===== src/rtl/mvda_pkg.sv =====
package mvda_pkg;

  // width of one digit field: magnitude bits, plus a sign bit in balanced format
  function automatic int digit_width(input int radix, input bit balanced);
    int w;
    w = $clog2(radix);
    if (w < 1) w = 1;
    return balanced ? w + 1 : w;
  endfunction

  function automatic int digit_lo(input int radix, input bit balanced);
    return balanced ? -((radix - 1) / 2) : 0;
  endfunction

  function automatic int digit_hi(input int radix, input bit balanced);
    return balanced ? (radix - 1) / 2 : radix - 1;
  endfunction

  // threshold of rung g (0-based) on the carry ladder
  function automatic int carry_rung(input int radix, input bit balanced, input int g);
    if (balanced) return radix * (g - (radix - 3) / 2) - (radix - 1) / 2;
    return radix * (g + 1);
  endfunction

  // threshold of rung g (0-based) on the unbalanced sum ladder
  function automatic int sum_rung(input int radix, input int g);
    return radix * radix - radix + g + 1;
  endfunction

endpackage


===== src/rtl/mvda_digit_decode.sv =====
module mvda_digit_decode #(
  parameter int RADIX    = 3,
  parameter int NUM_IN   = 3,
  parameter bit BALANCED = 1'b0,
  parameter int DW       = 2
) (
  input  logic [NUM_IN*DW-1:0] digits,
  output int                   total,
  output logic                 bad
);
  localparam int LO = mvda_pkg::digit_lo(RADIX, BALANCED);
  localparam int HI = mvda_pkg::digit_hi(RADIX, BALANCED);

  int                val [NUM_IN];
  logic [NUM_IN-1:0] oob;

  for (genvar j = 0; j < NUM_IN; j++) begin : g_dig
    if (BALANCED) begin : g_signed
      assign val[j] = int'($signed(digits[j*DW +: DW]));
    end else begin : g_plain
      assign val[j] = int'(digits[j*DW +: DW]);
    end
    assign oob[j] = (val[j] < LO) || (val[j] > HI);
  end

  always_comb begin
    total = 0;
    for (int j = 0; j < NUM_IN; j++) total += val[j];
  end

  assign bad = |oob;
endmodule


===== src/rtl/mvda_carry_ladder.sv =====
module mvda_carry_ladder #(
  parameter int RADIX    = 3,
  parameter bit BALANCED = 1'b0
) (
  input  int total,
  output int carry
);
  localparam int BASE = mvda_pkg::digit_lo(RADIX, BALANCED);

  logic [RADIX-2:0] pass;

  for (genvar g = 0; g < RADIX - 1; g++) begin : g_rung
    assign pass[g] = (total >= mvda_pkg::carry_rung(RADIX, BALANCED, g));
  end

  // thresholds rise monotonically, so the count of passing rungs is the top index
  always_comb begin
    carry = BASE;
    for (int g = 0; g < RADIX - 1; g++) carry += int'(pass[g]);
  end
endmodule


===== src/rtl/mvda_sum_stage.sv =====
module mvda_sum_stage #(
  parameter int RADIX    = 3,
  parameter bit BALANCED = 1'b0
) (
  input  int total,
  input  int carry,
  output int carry_bar,
  output int sum,
  output int sum_bar
);
  if (BALANCED) begin : g_bal
    always_comb begin
      carry_bar = -carry;
      sum       = total + RADIX * carry_bar;
      sum_bar   = -sum;
    end
  end else begin : g_unbal
    int               lifted;
    logic [RADIX-2:0] pass;

    assign carry_bar = RADIX - 1 - carry;
    assign lifted    = total + RADIX * carry_bar;

    for (genvar g = 0; g < RADIX - 1; g++) begin : g_rung
      assign pass[g] = (lifted >= mvda_pkg::sum_rung(RADIX, g));
    end

    always_comb begin
      sum = 0;
      for (int g = 0; g < RADIX - 1; g++) sum += int'(pass[g]);
    end

    assign sum_bar = RADIX - 1 - sum;
  end
endmodule


===== src/rtl/mvda_out_reg.sv =====
module mvda_out_reg #(
  parameter int W = 9
) (
  input  logic         clk,
  input  logic         rst,
  input  logic         in_valid,
  output logic         in_ready,
  input  logic [W-1:0] d,
  output logic         out_valid,
  input  logic         out_ready,
  output logic [W-1:0] q
);
  logic take;

  assign in_ready = !out_valid || out_ready;
  assign take     = in_valid && in_ready;

  always_ff @(posedge clk) begin
    if (rst) begin
      out_valid <= 1'b0;
    end else if (take) begin
      out_valid <= 1'b1;
    end else if (out_ready) begin
      out_valid <= 1'b0;
    end
  end

  always_ff @(posedge clk) begin
    if (take) q <= d;
  end

  // an accepted word is presented on the next cycle
  p_accept_r7: assert property (@(posedge clk) disable iff (rst)
    (in_valid && in_ready) |=> (out_valid && q == $past(d)));

  // a taken result with no new word leaves the stage empty
  p_drain_r7: assert property (@(posedge clk) disable iff (rst)
    (out_valid && out_ready && !in_valid) |=> !out_valid);

  // a stalled result is held unchanged
  p_stall_hold_r8: assert property (@(posedge clk) disable iff (rst)
    (out_valid && !out_ready) |=> (out_valid && $stable(q)));
endmodule


===== src/rtl/mv_digit_adder.sv =====
module mv_digit_adder
  import mvda_pkg::*;
#(
  parameter int RADIX      = 3,
  parameter int NUM_IN     = 3,
  parameter bit BALANCED   = 1'b0,
  parameter bit REGISTERED = 1'b1,
  localparam int DW        = mvda_pkg::digit_width(RADIX, BALANCED)
) (
  input  logic                 clk,
  input  logic                 rst,
  input  logic                 in_valid,
  output logic                 in_ready,
  input  logic [NUM_IN*DW-1:0] in_digits,
  output logic                 out_valid,
  input  logic                 out_ready,
  output logic [DW-1:0]        out_carry,
  output logic [DW-1:0]        out_carry_bar,
  output logic [DW-1:0]        out_sum,
  output logic [DW-1:0]        out_sum_bar,
  output logic                 out_err
);
  localparam int W  = 4 * DW + 1;
  localparam int LO = digit_lo(RADIX, BALANCED);
  localparam int HI = digit_hi(RADIX, BALANCED);

  if (RADIX < 2) begin : g_chk_radix
    $error("radix must be at least 2");
  end
  if (NUM_IN < 2 || NUM_IN > RADIX + 1) begin : g_chk_count
    $error("digit count must lie in 2..radix+1");
  end
  if (BALANCED && (RADIX % 2 == 0)) begin : g_chk_odd
    $error("balanced format needs an odd radix");
  end

  int   total, carry, carry_bar, sum, sum_bar;
  logic bad;

  mvda_digit_decode #(.RADIX(RADIX), .NUM_IN(NUM_IN), .BALANCED(BALANCED), .DW(DW)) u_decode (
    .digits (in_digits),
    .total  (total),
    .bad    (bad)
  );

  mvda_carry_ladder #(.RADIX(RADIX), .BALANCED(BALANCED)) u_carry (
    .total (total),
    .carry (carry)
  );

  mvda_sum_stage #(.RADIX(RADIX), .BALANCED(BALANCED)) u_sum (
    .total     (total),
    .carry     (carry),
    .carry_bar (carry_bar),
    .sum       (sum),
    .sum_bar   (sum_bar)
  );

  logic [W-1:0] bus_d, bus_q;
  assign bus_d = {bad, DW'(sum_bar), DW'(sum), DW'(carry_bar), DW'(carry)};

  if (REGISTERED) begin : g_reg
    mvda_out_reg #(.W(W)) u_reg (
      .clk       (clk),
      .rst       (rst),
      .in_valid  (in_valid),
      .in_ready  (in_ready),
      .d         (bus_d),
      .out_valid (out_valid),
      .out_ready (out_ready),
      .q         (bus_q)
    );
  end else begin : g_comb
    assign bus_q     = bus_d;
    assign out_valid = in_valid;
    assign in_ready  = out_ready;
  end

  assign {out_err, out_sum_bar, out_sum, out_carry_bar, out_carry} = bus_q;

  // ladder carry and sum rebuild the decoded total
  p_identity_r3: assert property (@(posedge clk) disable iff (rst)
    (in_valid && !bad) |-> (carry * RADIX + sum == total));

  // carry stays a legal digit for any legal word
  p_carry_range_r1: assert property (@(posedge clk) disable iff (rst)
    (in_valid && !bad) |-> (carry >= LO && carry <= HI));

  // presented sum and its complement agree
  if (BALANCED) begin : g_a_bal
    p_sum_bar_r4: assert property (@(posedge clk) disable iff (rst)
      (out_valid && !out_err) |-> ($signed(out_sum) == -$signed(out_sum_bar)));
  end else begin : g_a_unbal
    p_sum_bar_r4: assert property (@(posedge clk) disable iff (rst)
      (out_valid && !out_err) |-> (int'(out_sum) + int'(out_sum_bar) == RADIX - 1));
  end
endmodule


===== config.mk =====
export PLATFORM = sky130hd
export DESIGN_NAME = mv_digit_adder
export DESIGN_NICKNAME = d
export VERILOG_FILES = /design/src/rtl/mvda_pkg.sv /design/src/rtl/mvda_digit_decode.sv /design/src/rtl/mvda_carry_ladder.sv /design/src/rtl/mvda_sum_stage.sv /design/src/rtl/mvda_out_reg.sv /design/src/rtl/mv_digit_adder.sv
export SDC_FILE = /design/constraint.sdc
export NUM_CORES = 1
export LEC_CHECK = 0
export CAP_MARGIN = 20
export CORE_MARGIN = 2
export CORE_UTILIZATION = 40
export DETAILED_ROUTE_END_ITERATION = 7
export DONT_BUFFER_PORTS = 1
export SYNTH_ARGS = -nofsm -noshare
export SYNTH_HDL_FRONTEND = slang
export SYNTH_SLANG_ARGS = --single-unit
export TNS_END_PERCENT = 1

===== constraint.sdc =====
create_clock -name clk -period 7.62 [get_ports clk]
set_input_delay 0.762 -clock clk [delete_from_list [all_inputs] [get_ports clk]]
set_output_delay 0.762 -clock clk [all_outputs]
set_load 0.01 [all_outputs]

==> results.py, run 1 <==
metrics = {
    "status": {
        "status": "completed",
    },
    "yosys": {
        "synthesis.instances": 94,
        "yosys.area.top_type_share": 0.3191,
        "synth_top_cell_by_area": "ha_1",
        "async_reset_ff_frac": 0,
        "main_combinational_cell_family_by_area_after_synthesis": "adder cells",
        "ys_ff_latch": 8,
        "synth_simple_gate_area_frac": 0.1463,
        "synth-edff-count": 7,
        "synthesized_area_per_cell_um2": 10.01,
        "synthTopCellsByCount": "ha_1 (24), inv_1 (13), edfxtp_1 (7)",
        "ys_seq_area_frac": 0.2447,
        "synth_area_in_adders": 0.3830,
        "ys_types": 29,
        "syn_nets": 131,
        "synth_xor_xnor_area_share": 0.009309,
        "synth_top_flop_cell": "edfxtp_1",
        "netlist_area_um2": 940.9,
        "synth_area_leaders": "ha_1 (32%), edfxtp_1 (22%), fa_1 (6.4%)",
        "yosys_warnings": 0,
        "synth-compound-area-share": 0.1449,
        "synth.most_common_cell": "ha_1",
        "yosys-mux-area-fraction": 0,
    },
    "die": {
        "rows": 17,
        "die_w_um": 52.50,
        "core_area_mm2": 0.002212,
        "ios": 21,
        "dieArea_mm2": 0.002756,
        "initial_cell_density_of_the_core": 0.4253,
        "die_height_um": 52.50,
    },
    "global_routing": {
        "antenna_found_initial": 0,
        "grt_first_pass_wirelength_mm": 2.511,
        "grt.overflow.total": 0,
        "grt_pass1_vias": 635,
        "grt.total_usage": 0.1204,
        "grt_max_degree": 18,
    },
    "critical_path": {
        "endpoint_kind_of_the_worst_setup_timing_path": "flip-flop",
        "critical_path_required_ns": 7.61,
        "arrival_ns": 5.89,
        "critical-path-top-delay-family": "adder cells",
        "critical-path-max-stage-delay_ns": 0.45,
        "path_buf_inv": 2,
        "critical_path.most_common_cell": "ha_1",
        "start_kind": "input port",
        "timing.critical_path.fanout_max": 17,
        "critical_path.slowest_cell": "fa_1",
        "setup.worst_path.class": "input port to flip-flop",
        "critical_path.cell_chain": "ha_1 -> inv_1 -> fa_1 -> fa_1 -> xor2_1 -> nand2_1 -> nand2_1 -> inv_1 -> ha_1 -> and2_1 -> and2_1 -> ha_1 -> o21a_1 -> a21oi_1 -> nand2b_1 -> ha_1 -> nor4b_1 -> nand4_1 -> a211o_1 -> a221oi_2 -> a21oi_1 -> ha_1",
    },
    "route": {
        "remaining_design_rule_violation_count": 0,
        "detailedRoute.firstPassIterationCount": 4,
        "detailroute.via_count": 635,
        "drt_iter0_drc": 10,
        "wirelength_mm": 1.419,
        "average_wire_per_cell_in_the_routed_design_um": 11.54,
        "post_drt_via_cell_ratio": 5.163,
        "postRouteAntennaNets": 0,
    },
    "pwr": {
        "pwr-share-comb": 0.576,
        "total_switching_power_uw": 107.8,
        "power.density_mw_per_mm2": 265.1,
        "clock_power_share": 0.127,
        "power_switching_share": 0.4134,
        "max-vdd-ir-drop_uv": 122.6,
        "p_int_uw": 152.9,
        "p_leak_nw": 0.4595,
        "power.sequential.fraction": 0.297,
    },
    "clocking": {
        "tritoncts": "done",
        "worst_case_clock_buffer_depth": 2,
        "cts_buffers": 3,
        "cts-resized-gates": 0,
        "clock_sink_count": 8,
        "cts_htree_levels": 1,
        "root_buffer_master": "clkbuf_4",
        "cts.clk_slew.worst_paths_ns": 0.05,
        "cts-hold-fix-buffers": 0,
        "clock_insertion_delay_worst_skew_ns": 0.25,
        "cts_setup_buffers": 0,
    },
    "timing": {
        "maxSlewHeadroom": 0.5969,
        "grt_setup_unrepaired": "false",
        "layout_setup_ws_ns": 1.725,
        "drv_slew": 0,
        "max_clock_freq_ghz": 0.1696,
        "setup_viol": 0,
        "finalClockSkew_ns": 0.005778,
        "min_period_ns": 5.895,
        "timing.final.hold_violations": 0,
        "max_slew.worst_pin.slew_ns": 0.6047,
        "layout_worst_path_cycle_share": 0.7737,
        "totalNegativeSetupSlack_ns": 0,
    },
    "placement": {
        "io_buffers": 0,
        "global_placer_s_final_weighted_congestion": 0.7555,
        "detailedPlacementHpwl_mm": 1.234,
        "post-place-ws_ns": 1.493,
    },
    "finish": {
        "post_route_cells_drive_above_1_share": 0.05263,
        "finalNetCount": 133,
        "synthToLayoutAreaGrowth_pct": 4.521,
        "antenna_cells": 0,
    },
    "hold_path": {
        "timing.hold.worst.class": "input port to flip-flop",
    },
    "flow_run": {
        "cap_viol_max_count": 0,
    },
}
[through the flow]
step / cell area [um2] / instances / power (mW) / hold WS [ns] / utilization
3_5_place_dp: 957.2 / 119 / 0.2282 / 0.6267 / 0.4327
4_1_cts: 983.4 / 123 / 0.2639 / 0.5761 / 0.4446
6_report: 983.4 / 123 / 0.2607 / 0.5801 / 0.4446
5_1_grt: 983.4 / 123 / 0.2946 / 0.5689 / 0.4446
3_3_place_gp: 957.2 / 119 / 0.2240 / 0.6295 / 0.4327
2_1_floorplan: 940.9 / 94 / 0.2053 / 0.5930 / -
[power by group through the flow]
| stage | sequential (mW) | combinational (mW) | clock [mW] |
|---|---|---|---|
| global placement | 0.0782 | 0.146 | 0 |
| detailed placement | 0.0787 | 0.149 | 0 |
| CTS | 0.0778 | 0.152 | 0.0343 |
| finish | 0.0775 | 0.150 | 0.0331 |
| floorplan | 0.0751 | 0.130 | 0 |
| global route | 0.0800 | 0.177 | 0.0371 |
[worst register-to-register path, cell delays in order, from the launching register on]
cell      delay [ns]
dfxtp_1         0.34
nand2b_1        0.16
and2_1          0.33
[state kept, by name, indices dropped and copies added (netlist names)]
signal,flops
g_reg.u_reg.out_valid,1
g_reg.u_reg.q,7
[final timing paths]
check                              from                    end  slack (ns)  cells after the start
hold / removal                      rst  g_reg.u_reg.out_valid        0.58                      1
hold reg to reg   g_reg.u_reg.out_valid  g_reg.u_reg.out_valid        0.63                      2
setup / recovery           in_digits[0]       g_reg.u_reg.q[6]        1.72                     22
setup reg to reg  g_reg.u_reg.out_valid       g_reg.u_reg.q[6]        6.47                      2
[logic make-up after synthesis]
logic type               count (synthesis)
adder cells (fa/ha/maj)                 27
AND/OR/NAND/NOR                         24
AO/OA/AOI/OAI                           18
buffers and inverters                   16
flip-flops                               8
XOR/XNOR                                 1
[cell type report]
type                            count  area, um2
Fill cell                         215       1229
Multi-Input combinational cell     70      643.1
Sequential cell                     8      230.2
Inverter                           13      48.80
Tap cell                           28      35.03
Clock buffer                        4      26.28
[layer usage]
metal  up-vias  GRT usage  wire length [um]  part of all wire
li1        336          -                 -                 -
met1       287     0.1329               664              0.47
met2        10     0.2188               718              0.51
met3         2    0.01143                23             0.016
met4         0    0.07265                12            0.0085
met5         -          0                 0                 0
[placed cells by master (no fill, tap or decap), drive strengths merged, types with 2 or more instances in the layout]
cell    netlist  layout
nand2         3       3
nor4b         2       2
a21oi         6       6
ha           24      24
or2           2       2
clkbuf        1       4
fa            3       3
edfxtp        7       7
nor2          4       4
inv          13      13
nand4         2       2
and2          3       3
a21o          3       3
a211oi        2       2
nand3         2       2
nand2b        4       4
Note: power is estimated with default switching activity, not from simulation.
==> run 2: changes to the inputs <==
==> constraint.sdc (replaced) <==
create_clock -name clk -period 5 [get_ports clk]
set_input_delay 0.5 -clock clk [delete_from_list [all_inputs] [get_ports clk]]
set_output_delay 0.5 -clock clk [all_outputs]
set_load 0.01 [all_outputs]
==> results.py, run 2 (synthesis gave the netlist of run 1 again) <==
metrics = {
    "critical_path": {
        "arrival_ns": 4.91,
        "start_kind": "input port",
        "timing.critical_path.fanout_max": 3,
        "critical-path-max-stage-delay_ns": 0.56,
        "critical-path-top-delay-family": "adder cells",
        "critical_path_required_ns": 5.00,
        "r2r_cells": 2,
        "path_buf_inv": 3,
        "endpoint_kind_of_the_worst_setup_timing_path": "flip-flop",
        "reg2reg_slack_ns": 3.84,
        "critical_path.cell_chain": "ha_4 -> inv_2 -> fa_2 -> inv_2 -> ha_4 -> a21oi_4 -> nor2_4 -> a211oi_4 -> buf_6 -> ha_4 -> ha_4 -> ha_4 -> fa_2 -> o21a_1 -> a21oi_2 -> nand2b_4 -> ha_4 -> nor4b_4 -> nand4_1 -> a211o_1 -> a221oi_4 -> a21oi_2 -> ha_1",
        "critical_path.slowest_cell": "fa_2",
        "worstReg2RegStart": "g_reg.u_reg.out_valid",
        "critical_path.most_common_cell": "ha_4",
        "timing.rr.end": "g_reg.u_reg.q[7]",
        "setup.worst_path.class": "input port to flip-flop",
    },
    "placement": {
        "post-place-ws_ns": -0.2124,
        "detailedPlacementHpwl_mm": 1.433,
        "dpl.cell_count": 138,
        "io_buffers": 0,
        "global_placer_s_final_weighted_congestion": 0.7537,
        "dpl-instance-area_mm2": 0.001196,
    },
    "hold_path": {
        "min_from": "rst",
        "timing.hold.worst.class": "input port to flip-flop",
        "timing.hold.worst_path_depth": 1,
        "min_to": "g_reg.u_reg.out_valid",
    },
    "clocking": {
        "root_buffer_master": "clkbuf_4",
        "tritoncts": "done",
        "cts_htree_levels": 1,
        "cts.clk_slew.worst_paths_ns": 0.05,
        "clock_sink_count": 8,
        "clock_insertion_delay_worst_skew_ns": 0.25,
        "worst_case_clock_buffer_depth": 2,
        "cts_buffers": 3,
        "cts-hold-fix-buffers": 0,
    },
    "finish": {
        "antenna_cells": 0,
        "design_area_mm2": 0.001375,
        "largest_register_ff_count": 7,
        "commonest_non_fill_non_tap_cells_in_the_layout": "buf_4 (20), ha_1 (14), ha_4 (9)",
        "finalNetCount": 154,
        "max_flop_register": "g_reg.u_reg.q",
        "final_common_cell": "buf_4",
        "synthToLayoutAreaGrowth_pct": 46.14,
        "layout_top_registers": "g_reg.u_reg.q x7, g_reg.u_reg.out_valid x1",
        "layoutNonFillerInstCount": 144,
        "post_route_cells_drive_above_1_share": 0.5086,
    },
    "timing": {
        "max_slew.worst_pin.slew_ns": 0.3568,
        "max_clock_freq_ghz": 0.2035,
        "maxSlewHeadroom": 0.7607,
        "setup_viol": 0,
        "layout_setup_ws_ns": 0.08668,
        "totalNegativeSetupSlack_ns": 0,
        "min_period_ns": 4.913,
        "finalClockSkew_ns": 0.004617,
        "grt_setup_unrepaired": "true",
        "timing.final.hold_violations": 0,
        "drv_slew": 0,
        "layout_worst_path_cycle_share": 0.9827,
    },
    "route": {
        "wirelength_mm": 1.730,
        "remaining_design_rule_violation_count": 0,
        "average_wire_per_cell_in_the_routed_design_um": 12.01,
        "postRouteAntennaNets": 0,
        "drt_iter0_drc": 8,
        "post_drt_via_cell_ratio": 5.194,
        "detailedRoute.firstPassIterationCount": 4,
        "detailroute.via_count": 748,
    },
    "die": {
        "ios": 21,
        "dieArea_mm2": 0.002756,
        "core_area_mm2": 0.002212,
        "die_w_um": 52.50,
        "die_height_um": 52.50,
        "initial_cell_density_of_the_core": 0.4253,
        "rows": 17,
    },
    "global_routing": {
        "grt_max_degree": 12,
        "grt.overflow.total": 0,
        "grt_pass1_vias": 751,
        "grt.total_usage": 0.1395,
        "grt_first_pass_wirelength_mm": 2.891,
        "antenna_found_initial": 0,
    },
    "pwr": {
        "power.sequential.fraction": 0.208,
        "clock_power_share": 0.091,
        "p_leak_nw": 0.5941,
        "pwr-share-comb": 0.701,
        "p_int_uw": 347.0,
        "power_switching_share": 0.3897,
        "power.density_mw_per_mm2": 413.5,
        "total_switching_power_uw": 221.6,
        "max-vdd-ir-drop_uv": 232.0,
    },
    "flow_run": {
        "cap_viol_max_count": 0,
    },
    "status": {
        "status": "completed",
    },
}
[run 2: worst max path at each step]
stage / start / endpoint / depth (start not counted)
after CTS: in_digits[0] / g_reg.u_reg.q[6] / 23
after detailed placement: in_digits[0] / g_reg.u_reg.q[6] / 23
final: in_digits[2] / g_reg.u_reg.q[6] / 23
after global placement: in_digits[0] / g_reg.u_reg.q[6] / 23
after global routing: in_digits[2] / g_reg.u_reg.q[6] / 24
after floorplan: in_digits[0] / g_reg.u_reg.q[6] / 22
[run 2: what timing repair did]
action | CTS | global route
setup buffers | 0 | 2
setup endpoints to repair | 0 | 3
gates resized for setup | 0 | 26
hold endpoints to repair | 0 | 0
[run 2: area by class of cell]
cell class	instances	area [um2]
Clock buffer	4	26.28
Fill cell	194	837.1
Inverter	13	48.80
Multi-Input combinational cell	70	873.3
Sequential cell	8	230.2
Tap cell	28	35.03
Timing Repair Buffer	21	161.4
[run 2: power groups by stage]
stage / clock network, mW / registers, mW / logic [mW]
after floorplan: 0 / 0.114 / 0.237
after global placement: 0 / 0.119 / 0.316
after detailed placement: 0 / 0.120 / 0.325
after CTS: 0.0544 / 0.118 / 0.328
after global routing: 0.0571 / 0.121 / 0.447
final: 0.0518 / 0.118 / 0.399
[run 2: metrics by stage]
step	hold WS, ns	utilization	power (mW)
2_1_floorplan	0.5691	-	0.3519
3_3_place_gp	0.5705	0.5407	0.4350
3_5_place_dp	0.5762	0.5407	0.4448
4_1_cts	0.3053	0.5526	0.5013
5_1_grt	0.3034	0.6216	0.6248
6_report	0.3143	0.6216	0.5686
[run 2: routing by layer]
metal  vias up  global-route usage  share of wire
met4         0             0.08120         0.0081
met3         2            0.008571          0.024
met1       352              0.1731           0.46
met2        14              0.2354           0.51
met5         -                   0              0
li1        380                   -              -
==> run 3: changes to the inputs <==
--- a/config.mk
+++ b/config.mk
@@ -10,6 +10,7 @@
 export CORE_UTILIZATION = 40
 export DETAILED_ROUTE_END_ITERATION = 7
 export DONT_BUFFER_PORTS = 1
+export PLACE_DENSITY = 0.59
 export SYNTH_ARGS = -nofsm -noshare
 export SYNTH_HDL_FRONTEND = slang
 export SYNTH_SLANG_ARGS = --single-unit
==> results.py, run 3 (synthesis gave the netlist of run 1 again) <==
metrics = {
    "placement": {
        "detailedPlacementHpwl_mm": 1.594,
        "dpl.cell_count": 135,
        "post-place-ws_ns": -0.2959,
        "io_buffers": 0,
        "global_placer_s_final_weighted_congestion": 0.7168,
    },
    "hold_path": {
        "timing.hold.worst.class": "input port to flip-flop",
        "min_from": "rst",
    },
    "finish": {
        "finalNetCount": 153,
        "utilization": 0.6126,
        "post_route_cells_drive_above_1_share": 0.4870,
        "layout_top_registers": "g_reg.u_reg.q x7, g_reg.u_reg.out_valid x1",
        "commonest_non_fill_non_tap_cells_in_the_layout": "buf_4 (20), ha_1 (14), ha_4 (9)",
        "max_flop_register": "g_reg.u_reg.q",
        "layoutNonFillerInstCount": 143,
        "antenna_cells": 0,
        "synthToLayoutAreaGrowth_pct": 44.02,
        "largest_register_ff_count": 7,
        "final_common_cell": "buf_4",
    },
    "timing": {
        "totalNegativeSetupSlack_ns": 0,
        "min_period_ns": 4.948,
        "maxSlewHeadroom": 0.7393,
        "max_slew.worst_pin.slew_ns": 0.3888,
        "setup_viol": 0,
        "finalClockSkew_ns": 0.007675,
        "layout_setup_ws_ns": 0.05208,
        "grt_setup_unrepaired": "true",
        "timing.final.hold_violations": 0,
        "layout_worst_path_cycle_share": 0.9896,
        "drv_slew": 0,
        "max_clock_freq_ghz": 0.2021,
    },
    "critical_path": {
        "timing.critical_path.fanout_max": 4,
        "r2r_cells": 2,
        "reg2reg_slack_ns": 3.82,
        "critical_path_required_ns": 4.99,
        "critical_path.slowest_cell": "fa_1",
        "endpoint_kind_of_the_worst_setup_timing_path": "flip-flop",
        "critical_path.cell_chain": "ha_4 -> inv_2 -> fa_1 -> fa_2 -> xor2_4 -> a211oi_4 -> buf_4 -> ha_4 -> ha_4 -> ha_4 -> fa_2 -> o21a_1 -> a21oi_2 -> nand2b_4 -> ha_4 -> nor4b_4 -> nand4_1 -> a211o_1 -> a221oi_4 -> a21oi_2 -> ha_1",
        "start_kind": "input port",
        "worstSetupEndpoint": "g_reg.u_reg.q[6]",
        "setup.worst_path.class": "input port to flip-flop",
        "cp-startpoint": "in_digits[0]",
        "timing.rr.end": "g_reg.u_reg.q[7]",
        "worstReg2RegStart": "g_reg.u_reg.out_valid",
        "critical_path.most_common_cell": "ha_4",
        "critical-path-max-stage-delay_ns": 0.46,
        "arrival_ns": 4.94,
    },
    "die": {
        "core_area_mm2": 0.002212,
        "rows": 17,
        "initial_cell_density_of_the_core": 0.4253,
        "ios": 21,
        "die_height_um": 52.50,
        "dieArea_mm2": 0.002756,
        "die_w_um": 52.50,
    },
    "pwr": {
        "power.density_mw_per_mm2": 411.7,
        "total_power_after_layout_uw": 557.9,
        "p_leak_nw": 0.5924,
        "max-vdd-ir-drop_uv": 217.4,
    },
    "clocking": {
        "clock_insertion_delay_worst_skew_ns": 0.25,
        "cts_htree_levels": 1,
        "cts-hold-fix-buffers": 0,
        "cts_buffers": 3,
        "root_buffer_master": "clkbuf_4",
        "clock_sink_count": 8,
        "worst_case_clock_buffer_depth": 2,
        "cts.clk_slew.worst_paths_ns": 0.05,
        "tritoncts": "done",
    },
    "global_routing": {
        "grt_first_pass_wirelength_mm": 3.091,
        "grt_max_degree": 13,
        "grt.total_usage": 0.1533,
        "grt.overflow.total": 0,
        "grt_pass1_vias": 751,
        "antenna_found_initial": 0,
    },
    "route": {
        "average_wire_per_cell_in_the_routed_design_um": 13.61,
        "drt_iter0_drc": 5,
        "post_drt_via_cell_ratio": 5.203,
        "detailedRoute.firstPassIterationCount": 4,
        "postRouteAntennaNets": 0,
        "wirelength_mm": 1.946,
        "remaining_design_rule_violation_count": 0,
        "detailroute.via_count": 744,
    },
    "flow_run": {
        "cap_viol_max_count": 0,
    },
    "status": {
        "status": "completed",
    },
}
## run 3: cell types whose count changed in the layout (fill, tap and decap cells not counted), sizes merged
cell  before  now
buf       21   20
## run 3: what timing repair did
action,CTS,global route
endpoints found under the setup margin,1,3
endpoints found under the hold margin,0,0
resized for setup,6,15
pin swaps,6,15
buffers inserted,3,1
## run 3: power breakdown
group          internal [mW]  total [mW]  switching (mW)  leakage [nW]
clock                 0.0303      0.0496          0.0192        0.0150
combinational          0.207       0.390           0.183         0.501
sequential             0.100       0.119          0.0186        0.0765
total                  0.337       0.558           0.220         0.592
## run 3: stage by stage
stage                     cell area, um2  hold slack [ns]
after detailed placement            1174           0.5765
after global placement              1174           0.5712
after CTS                           1262           0.3172
after floorplan                     1047           0.5691
after global routing                1355           0.3068
final                               1355           0.3250
## run 3: worst min-delay path by stage
stage	endpoint	slack (ns)	depth (start not counted)
4_1_cts	g_reg.u_reg.out_valid	0.32	1
6_report	g_reg.u_reg.out_valid	0.33	1
5_1_grt	g_reg.u_reg.out_valid	0.31	1
2_1_floorplan	g_reg.u_reg.out_valid	0.57	1
3_3_place_gp	g_reg.u_reg.out_valid	0.57	1
3_5_place_dp	g_reg.u_reg.out_valid	0.58	1
## run 3: metal layers
layer  vias up  global-route usage  routed length [um]
met5         -                   0                   0
met4         0             0.07692                  19
met3         2             0.02000                  59
met2        15              0.2875                1069
met1       352              0.1649                 799
li1        375                   -                   -
## run 3: area by class of cell
cell class,instances,area (um2)
Inverter,13,48.80
Multi-Input combinational cell,70,864.6
Sequential cell,8,230.2
Timing Repair Buffer,20,150.1
Fill cell,186,857.1
Clock buffer,4,26.28
Tap cell,28,35.03
## run 3: critical path: cells and delay by family
| kind | cells | cell delay [ns] |
|---|---|---|
| compound gates | 6 | 1.27 |
| xor+xnor | 1 | 0.18 |
| fa+ha+maj | 9 | 2.32 |
| buf+inv | 2 | 0.21 |
| simple gates | 3 | 0.45 |
